`config.mk`:
```
export PLATFORM = sky130hd
export DESIGN_NAME = sclk_two_stage_div
export DESIGN_NICKNAME = d
export VERILOG_FILES = /design/src/rtl/sclk_div_pkg.sv /design/src/rtl/sclk_prescale.sv /design/src/rtl/sclk_phase_seq.sv /design/src/rtl/sclk_two_stage_div.sv
export SDC_FILE = /design/constraint.sdc
export NUM_CORES = 1
export LEC_CHECK = 0
export BUFFER_PORTS_ARGS = -buffer_cell sky130_fd_sc_hd__buf_2
export CORE_MARGIN = 2
export CORE_UTILIZATION = 30
export CTS_CLUSTER_DIAMETER = 50
export CTS_CLUSTER_SIZE = 20
export DETAILED_ROUTE_END_ITERATION = 6
export GPL_TIMING_DRIVEN = 1
export PLACE_DENSITY = 0.49
export SLEW_MARGIN = 20
export SYNTH_ARGS = -nofsm -noshare
export SYNTH_HDL_FRONTEND = slang
export SYNTH_SLANG_ARGS = --single-unit
```
`constraint.sdc`:
```
create_clock -name clk -period 4.8 [get_ports clk]
set_input_delay 0.24 -clock clk [delete_from_list [all_inputs] [get_ports clk]]
set_output_delay 0.24 -clock clk [all_outputs]
set_load 0.005 [all_outputs]
```
`src/rtl/sclk_div_pkg.sv`:
```
package sclk_div_pkg;

    // Divisor field widths and half-period length in base ticks.
    localparam int DIV_A_W    = 2;
    localparam int DIV_B_W    = 6;
    localparam int HALF_SLOTS = 11;

    // Live divisor copy plus running flag.
    typedef struct packed {
        logic               run;
        logic [DIV_A_W-1:0] a;
        logic [DIV_B_W-1:0] b;
    } sclk_cfg_t;

endpackage

```
`src/rtl/sclk_prescale.sv`:
```
// One programmable divide-by-(limit+1) stage, advanced by step.
module sclk_prescale #(
    parameter int W = 2
) (
    input  logic         clk,
    input  logic         rst_n,
    input  logic         clr,
    input  logic         step,
    input  logic [W-1:0] limit,
    output logic         tick,
    output logic         at_zero
);

    typedef struct packed {
        logic [W-1:0] cnt;
    } state_t;

    state_t st_d, st_q;

    always_comb begin
        st_d    = st_q;
        tick    = step && (st_q.cnt == limit);
        at_zero = (st_q.cnt == '0);
        if (clr) begin
            st_d.cnt = '0;
        end else if (step) begin
            if (st_q.cnt == limit) begin
                st_d.cnt = '0;
            end else begin
                st_d.cnt = st_q.cnt + W'(1);
            end
        end
    end

    always_ff @(posedge clk) begin
        if (!rst_n) begin
            st_q <= '0;
        end else begin
            st_q <= st_d;
        end
    end

endmodule

```
`src/rtl/sclk_phase_seq.sv`:
```
// Counts base ticks across one serial clock period and derives level and strobes.
module sclk_phase_seq #(
    parameter int HALF = 11
) (
    input  logic clk,
    input  logic rst_n,
    input  logic clr,
    input  logic run,
    input  logic adv,
    input  logic slot_first,
    output logic scl,
    output logic start,
    output logic rise,
    output logic shift,
    output logic sample,
    output logic wrap
);

    localparam int SLOTS = 2 * HALF;
    localparam int PH_W  = $clog2(SLOTS);
    localparam logic [PH_W-1:0] LAST_SLOT   = PH_W'(SLOTS - 1);
    localparam logic [PH_W-1:0] RISE_SLOT   = PH_W'(HALF);
    localparam logic [PH_W-1:0] SHIFT_SLOT  = PH_W'(HALF / 2);
    localparam logic [PH_W-1:0] SAMPLE_SLOT = PH_W'(HALF + HALF / 2);

    typedef struct packed {
        logic [PH_W-1:0] ph;
    } state_t;

    state_t st_d, st_q;

    always_comb begin
        st_d   = st_q;
        wrap   = adv && (st_q.ph == LAST_SLOT);
        scl    = !run || (st_q.ph >= RISE_SLOT);
        start  = slot_first && (st_q.ph == '0);
        rise   = slot_first && (st_q.ph == RISE_SLOT);
        shift  = slot_first && (st_q.ph == SHIFT_SLOT);
        sample = slot_first && (st_q.ph == SAMPLE_SLOT);
        if (clr) begin
            st_d.ph = '0;
        end else if (adv) begin
            if (wrap) begin
                st_d.ph = '0;
            end else begin
                st_d.ph = st_q.ph + PH_W'(1);
            end
        end
    end

    always_ff @(posedge clk) begin
        if (!rst_n) begin
            st_q <= '0;
        end else begin
            st_q <= st_d;
        end
    end

endmodule

```
`src/rtl/sclk_two_stage_div.sv`:
```
module sclk_two_stage_div
    import sclk_div_pkg::*;
#(
    parameter int A_W  = DIV_A_W,
    parameter int B_W  = DIV_B_W,
    parameter int HALF = HALF_SLOTS
) (
    input  logic           clk,
    input  logic           rst_n,
    input  logic           enable,
    input  logic [A_W-1:0] div_a,
    input  logic [B_W-1:0] div_b,
    output logic           base_tick,
    output logic           scl,
    output logic           period_start,
    output logic           scl_rise,
    output logic           shift_strobe,
    output logic           sample_strobe
);

    typedef struct packed {
        logic           run;
        logic [A_W-1:0] a;
        logic [B_W-1:0] b;
    } cfg_t;

    cfg_t cfg_d, cfg_q;

    logic           run_q;
    logic [A_W-1:0] div_a_q;
    logic [B_W-1:0] div_b_q;
    logic           clr;
    logic           tick_a, zero_a;
    logic           tick_b, zero_b;
    logic           wrap;
    logic           slot_first;

    assign run_q   = cfg_q.run;
    assign div_a_q = cfg_q.a;
    assign div_b_q = cfg_q.b;
    assign clr     = !enable;

    // Divisor copy: tracks inputs while idle, reloads only at a period boundary.
    always_comb begin
        cfg_d     = cfg_q;
        cfg_d.run = enable;
        if (!cfg_q.run || wrap) begin
            cfg_d.a = div_a;
            cfg_d.b = div_b;
        end
    end

    always_ff @(posedge clk) begin
        if (!rst_n) begin
            cfg_q <= '0;
        end else begin
            cfg_q <= cfg_d;
        end
    end

    sclk_prescale #(.W(A_W)) u_stage_a (
        .clk     (clk),
        .rst_n   (rst_n),
        .clr     (clr),
        .step    (run_q),
        .limit   (div_a_q),
        .tick    (tick_a),
        .at_zero (zero_a)
    );

    sclk_prescale #(.W(B_W)) u_stage_b (
        .clk     (clk),
        .rst_n   (rst_n),
        .clr     (clr),
        .step    (tick_a),
        .limit   (div_b_q),
        .tick    (tick_b),
        .at_zero (zero_b)
    );

    assign base_tick  = tick_b;
    assign slot_first = run_q && zero_a && zero_b;

    sclk_phase_seq #(.HALF(HALF)) u_phase (
        .clk        (clk),
        .rst_n      (rst_n),
        .clr        (clr),
        .run        (run_q),
        .adv        (tick_b),
        .slot_first (slot_first),
        .scl        (scl),
        .start      (period_start),
        .rise       (scl_rise),
        .shift      (shift_strobe),
        .sample     (sample_strobe),
        .wrap       (wrap)
    );

endmodule

```
==> results of run 1 <==
[cells in the final DEF (no fill, tap or decap), types with 6 or more instances in the layout]
cell type and n:
xnor2_1 6, mux2i_1 12, ha_1 6, inv_1 9, nand2_1 26, nor3_1 11
dfxtp_1 22, xor2_1 6, buf_2 16, nor2_1 7
[flip-flops by register name (all words and copies together), names as in the netlist]
name	count
div_b_q	6
u_stage_b.st_q	6
u_phase.st_q	5
div_a_q	2
u_stage_a.st_q	2
run_q	1
[cell type report]
type,count,area [µm²]
clock buffer,4,55.1
fill,398,2600
inverter,9,33.8
multi-input combinational,99,674
sequential,22,440
tap,50,62.6
timing repair buffer,16,80.1
[worst max path at each step]
stage                            endpoint               from  slack, ns
after floorplan           u_phase.st_q[0]  u_stage_a.st_q[0]       3.26
after global placement    u_phase.st_q[4]  u_stage_a.st_q[0]       2.77
after detailed placement  u_phase.st_q[4]  u_stage_a.st_q[0]       2.69
after CTS                       base_tick  u_stage_a.st_q[0]       2.47
after global routing            base_tick  u_stage_a.st_q[0]       2.30
final                           base_tick  u_stage_a.st_q[0]       2.49
[critical path, cell delays in order (launching register included)]
cell and delay, ns:
dfxtp_1 0.39, xnor2_1 0.14, and3_1 0.38, and4b_1 0.67, buf_2 0.24
[metrics by stage]
stage,worst slack [ns],cells
after floorplan,3.26,138
after global placement,2.77,196
after detailed placement,2.69,196
after CTS,2.47,200
after global routing,2.30,200
final,2.49,200
[routing by layer]
layer  track usage, %  vias to the layer above  routed length [µm]
met5                0                        -                   0
met4             3.06                        0                  12
met3             3.50                        2                  89
met2             18.5                       16                1010
met1             14.3                      398                1100
li1                 -                      492                   -
[where the power goes]
part / internal (µW) / switching (µW) / total [µW]
logic: 15.8 / 16.9 / 32.6
clock network: 73.1 / 59.7 / 133
registers: 188 / 4.98 / 193
total: 277 / 81.6 / 359
[logic make-up (layout without fill, tap and decap cells)]
| group | after synthesis | count (layout) | synth area share (%) |
|---|---|---|---|
| muxes | 13 | 13 | 11.1 |
| AOI/OAI and AO/OA | 9 | 9 | 7.22 |
| adders and majority gates | 6 | 6 | 6.19 |
| and+or+nand+nor | 59 | 59 | 22.4 |
| DFF | 22 | 22 | 36.3 |
| xor gates and xnor gates | 12 | 12 | 8.67 |
| buffers and inverters | 17 | 29 | 8.05 |
==> results.ini, run 1 <==
[clock_network]
cts.hold.buffers_added = 0
cts_buffer_depth = 2
cts-htree-levels = 1
cts_tree = done
cts.sinks = 22
cts_root_buffer = clkbuf_8
clkSlewWorstSetupHoldPaths_ns = 0.08
cts_resized = 0
post_cts_buffers = 0
numCtsBuffers = 3
clk-insertion-delay-late_ns = 0.26

[setup_path]
critical_path_class = flip-flop to output pin
crit_fanout = 15
cp_data_required_time_ns = 4.56
setup.worst_path.end_class = output pin
startpoint_type = flip-flop
arrival_ns = 2.07
worst-r2r-setup-slack_ns = 2.67
reg2reg_from = u_stage_a.st_q[0]
r2r_end = u_phase.st_q[4]
r2r_cells = 5

[run_status]
status = finished clean

[finish]
diodes = 0
final_core_util_pct = 34.1
final_area_um2 = 1350
area_growth_pct = 11.0
nNetsFinal = 168
layout-drive-gt1-share_pct = 15.3

[detailed_routing]
wl_per_cell_um = 11.0
ant_nets = 0
viasPerCell = 4.54
dr.pass1.iters = 3
drt-initial-drc-count = 62
drc = 0
vias = 908
postRouteWirelength_um = 2210

[timing]
worst-slew-pin-transition_ns = 0.630
finalHoldViolCount = 0
setup_viol = 0
max_freq_mhz = 433
setup-tns-final_ns = 0
period_minus_slack_ns = 2.31
rsz0062_at_grt = no
finalCritPeriodShare_pct = 48.1
finalClockSkew_ns = 0.00569
worst_hold_slack_ns = 0.212
slew_violations = 0
slew_headroom_pct = 58.0

[hold_path]
worstHoldEndpoint = div_b_q[4]
holdPathStages = 3
min_from = div_b[4]
min_path_type = input port to flip-flop

[flow_run]
maxCapViolCount = 0

[synthesis]
synthArstFlopShare_pct = 0
synth_most_common_cell = nand2_1
yosys_warnings = 0
synth.area.top_cells = dfxtp_1 (36%), mux2i_1 (9.9%), nand2_1 (8.0%)
yosys.area.top_type_share_pct = 36.3
syn_area_um2 = 1210
yosys-top-cells-count = nand2_1 (26), dfxtp_1 (22), mux2i_1 (12)
synth_top_cell_by_area = dfxtp_1
ys_ff_latch = 22
ys_types = 29
synth_fp_nets = 155
ys_seq_area_share_pct = 36.3
ys_dominant_reg_cell = dfxtp_1
syn_area_per_cell_um2 = 8.79
syn_inst = 138
synth-edff-count = 0

[die]
dieHeight_um = 67.6
die_area_um2 = 4570
start_util_pct = 30.8
coreArea_um2 = 3940
num_io_pins = 17
die_w_um = 67.6
rows = 23

[grt]
grt_max_degree = 18
grt_pass1_vias = 888
grt_usage_pct = 11.3
grt.overflow.total = 0
antenna_found_initial = 0
grt_pass1_wl_um = 3890

[place]
dpl.hpwl_um = 1690
port_buffers = 16
placed_area_um2 = 1290
globalplace.congestion = 0.855

[pwr]
ir_drop_mv = 0.110
total_power_uw = 359
p_leak_uw = 0.000574
powerDensity_nw_per_um2 = 266

(Power assumes the default switching activity.)
==> inputs of run 2 (changes only) <==
--- a/config.mk
+++ b/config.mk
@@ -5,6 +5,7 @@
 export SDC_FILE = /design/constraint.sdc
 export NUM_CORES = 1
 export LEC_CHECK = 0
+export ABC_AREA = 1
 export BUFFER_PORTS_ARGS = -buffer_cell sky130_fd_sc_hd__buf_2
 export CORE_MARGIN = 2
 export CORE_UTILIZATION = 30
==> constraint.sdc (replaced) <==
create_clock -name clk -period 2.4 [get_ports clk]
set_input_delay 0.12 -clock clk [delete_from_list [all_inputs] [get_ports clk]]
set_output_delay 0.12 -clock clk [all_outputs]
set_load 0.005 [all_outputs]
==> run 2 against run 1 <==
- cell count up 24%
- clock-buffer cell count is the same
- highest routed layer unchanged
- sequential power is 100% higher
- clock power grew 100%
- routed wire length increased by 24%
==> results.ini, run 2 <==
[synthesis]
ys_ff_latch = 22  ; unchanged
synth_most_common_cell = nand2_1  ; unchanged
ys_dominant_reg_cell = dfxtp_1  ; unchanged
ys_types = 27  ; was 29
synthArstFlopShare_pct = 0  ; unchanged
synth-edff-count = 0  ; unchanged
syn_area_um2 = 1280  ; was 1210 µm²
syn_inst = 182  ; was 138
yosys-top-cells-count = nand2_1 (40), inv_1 (24), dfxtp_1 (22)  ; was nand2_1 (26), dfxtp_1 (22), mux2i_1 (12)
synth_top_cell_by_area = dfxtp_1  ; unchanged
syn_area_per_cell_um2 = 7.02  ; was 8.79 µm²
yosys_warnings = 0  ; unchanged
yosys.area.top_type_share_pct = 34.5  ; was 36.3%
synth_fp_nets = 199  ; was 155
ys_seq_area_share_pct = 34.5  ; was 36.3%
synth.area.top_cells = dfxtp_1 (34%), nand2_1 (12%), inv_1 (7.1%)  ; was dfxtp_1 (36%), mux2i_1 (9.9%), nand2_1 (8.0%)

[place]
pre_cts_slack_ns = 0.830  ; was 2.69 ns
dp_cells = 244  ; was 196
dpl.hpwl_um = 2060  ; was 1690 µm
port_buffers = 16  ; unchanged
globalplace.congestion = 0.852  ; was 0.855

[timing]
period_minus_slack_ns = 1.66
setup-tns-final_ns = 0  ; unchanged
rsz0062_at_grt = no  ; unchanged
finalClockSkew_ns = 0.00346  ; was 0.00569 ns
finalHoldViolCount = 0  ; unchanged
worst_hold_slack_ns = 0.0701  ; was 0.212 ns
slew_headroom_pct = 80.0  ; was 58.0%
max_freq_mhz = 604
finalCritPeriodShare_pct = 69.0
finalWorstSetupSlack_ns = 0.744  ; was 2.49 ns
worst-slew-pin-transition_ns = 0.300  ; was 0.630 ns
slew_violations = 0  ; unchanged
setup_viol = 0  ; unchanged

[pwr]
ir_drop_mv = 0.217  ; was 0.110 mV
p_leak_uw = 0.000635  ; was 0.000574 µW
powerDensity_nw_per_um2 = 516  ; was 266 nW/µm²

[setup_path]
max_stage_delay_ns = 0.35  ; was 0.67 ns
worst_path_dominant_cell_family = simple AND/OR/NAND/NOR gates  ; unchanged
critical_path_class = flip-flop to output pin  ; unchanged
setup.worst_path.end_class = output pin  ; unchanged
cp_num_buf_inv = 3  ; was 1
crit_slowest_cell = dfxtp_1  ; was and4b_1
critPathMostFrequentCell = inv_1
arrival_ns = 1.54  ; was 2.07 ns
reg2reg_from = u_phase.st_q[0]  ; was u_stage_a.st_q[0]
crit_chain = inv_1, ha_1, nand4_1, nor2_1, inv_1, nor3_1, buf_2  ; was xnor2_1, and3_1, and4b_1, buf_2
cp_data_required_time_ns = 2.28  ; was 4.56 ns
startpoint = u_stage_b.st_q[0]  ; was u_stage_a.st_q[0]
startpoint_type = flip-flop  ; unchanged
crit_fanout = 4  ; was 15

[grt]
antenna_found_initial = 0  ; unchanged
grt_max_degree = 23  ; was 18
grt_pass1_wl_um = 4860  ; was 3890 µm
grt_usage_pct = 12.2  ; was 11.3%
grt.overflow.total = 0  ; unchanged
grt_pass1_vias = 1080  ; was 888

[finish]
diodes = 0  ; unchanged
nNetsFinal = 216  ; was 168
fillers = 440  ; was 398
final_cell_mix = nand2_1 (40), inv_1 (24), dfxtp_1 (22)  ; was nand2_1 (26), dfxtp_1 (22), buf_2 (16)
instances_no_fill = 248  ; was 200
layout_commonest_cell = nand2_1  ; unchanged
area_growth_pct = 13.3  ; was 11.0%
layout-drive-gt1-share_pct = 16.7  ; was 15.3%
final_core_util_pct = 35.7  ; was 34.1%

[clock_network]
cts.hold.buffers_added = 0  ; unchanged
cts_resized = 0  ; unchanged
cts.sinks = 22  ; unchanged
cts_buffer_depth = 2  ; unchanged
cts_root_buffer = clkbuf_8  ; unchanged
clk-insertion-delay-late_ns = 0.26  ; about the same
cts_tree = done  ; unchanged
cts-htree-levels = 1  ; unchanged
numCtsBuffers = 3  ; unchanged
clkSlewWorstSetupHoldPaths_ns = 0.08  ; about the same
post_cts_buffers = 0  ; unchanged

[detailed_routing]
vias = 1120  ; was 908
postRouteWirelength_um = 2740  ; was 2210 µm
top_layer = met4  ; unchanged
dr_wl_met3_um = 46  ; was 89 µm
wl_met2_um = 1270  ; was 1010 µm
drt-initial-drc-count = 47  ; was 62
dr.pass1.iters = 4  ; was 3
wl_per_cell_um = 11.0  ; about the same
viasPerCell = 4.52  ; was 4.54
ant_nets = 0  ; unchanged
wl_met1_um = 1380  ; was 1100 µm
drc = 0  ; unchanged

[die]
rows = 23  ; unchanged
num_io_pins = 17  ; unchanged
die_w_um = 69.3  ; was 67.6 µm
coreArea_um2 = 4060  ; was 3940 µm²
start_util_pct = 31.5  ; was 30.8%
dieHeight_um = 69.3  ; was 67.6 µm
die_area_um2 = 4800  ; was 4570 µm²

[hold_path]
min_path_type = input port to flip-flop  ; unchanged
min_from = div_b[4]  ; unchanged

[run_status]
status = finished clean  ; unchanged

[flow_run]
maxCapViolCount = 0  ; unchanged

-- run 2: cell count changes after synthesis, sizes merged, moves of 3 or more --
cell   change
o21ai      +5
nor2      +14
nand3     +16
mux2i     -12
and3       -3
inv       +19
nor3       -7
a21oi     +15
xnor2      -3
nand2     +15
-- run 2: area by class of cell --
| class | count | area (µm²) | area share, % |
|---|---|---|---|
| sequential | 22 | 440 | 30.4 |
| timing repair buffer | 17 | 87.6 | 6.05 |
| inverter | 28 | 105 | 7.26 |
| clock buffer | 4 | 55.1 | 3.80 |
| multi-input combinational | 127 | 697 | 48.1 |
| tap | 50 | 62.6 | 4.32 |
-- run 2: final timing paths --
| check | to | slack [ns] | cells past startpoint |
|---|---|---|---|
| setup reg to reg | div_a_q[0] | 0.84 | 6 |
| hold reg to reg | u_stage_a.st_q[0] | 0.51 | 1 |
| hold / removal | div_b_q[4] | 0.07 | 3 |
| setup / recovery | sample_strobe | 0.74 | 7 |
-- run 2: logic make-up (layout without fill, tap and decap cells) --
| logic type | after synthesis | in the layout | synth area share, % |
|---|---|---|---|
| AND/OR/NAND/NOR | 89 | 89 | 33.1 |
| buffers and inverters | 33 | 49 | 11.0 |
| AO/OA/AOI/OAI | 24 | 24 | 10.1 |
| flip-flops | 22 | 22 | 34.5 |
| XOR/XNOR | 8 | 8 | 5.49 |
| adder cells (fa/ha/maj) | 6 | 6 | 5.88 |
-- run 2: worst reg2reg max path, cell delays in order (launching register included) --
cell,delay (ns)
dfxtp_1,0.40
ha_1,0.17
nand3_1,0.09
nor2_1,0.23
nand4_4,0.29
a21oi_1,0.22
nor2_1,0.06
-- run 2: metrics by stage --
step                cell area (µm²)  power (µW)
finish                         1450         747
global route                   1450         795
CTS                            1450         760
detailed placement             1390         488
global placement               1390         489
floorplan                      1280         463
-- run 2: power by group --
group	switching [µW]	leakage [µW]	internal [µW]
sequential	9.40	0.000180	378
combinational	55.5	0.000426	35.4
clock	122	0.0000288	146
total	187	0.000635	560
-- run 2: layer usage --
| metal | vias to the layer above | GRT usage, % |
|---|---|---|
| li1 | 612 | - |
| met1 | 491 | 16.8 |
| met2 | 12 | 19.7 |
| met3 | 5 | 1.74 |
| met4 | 0 | 4.14 |
| met5 | - | 0 |
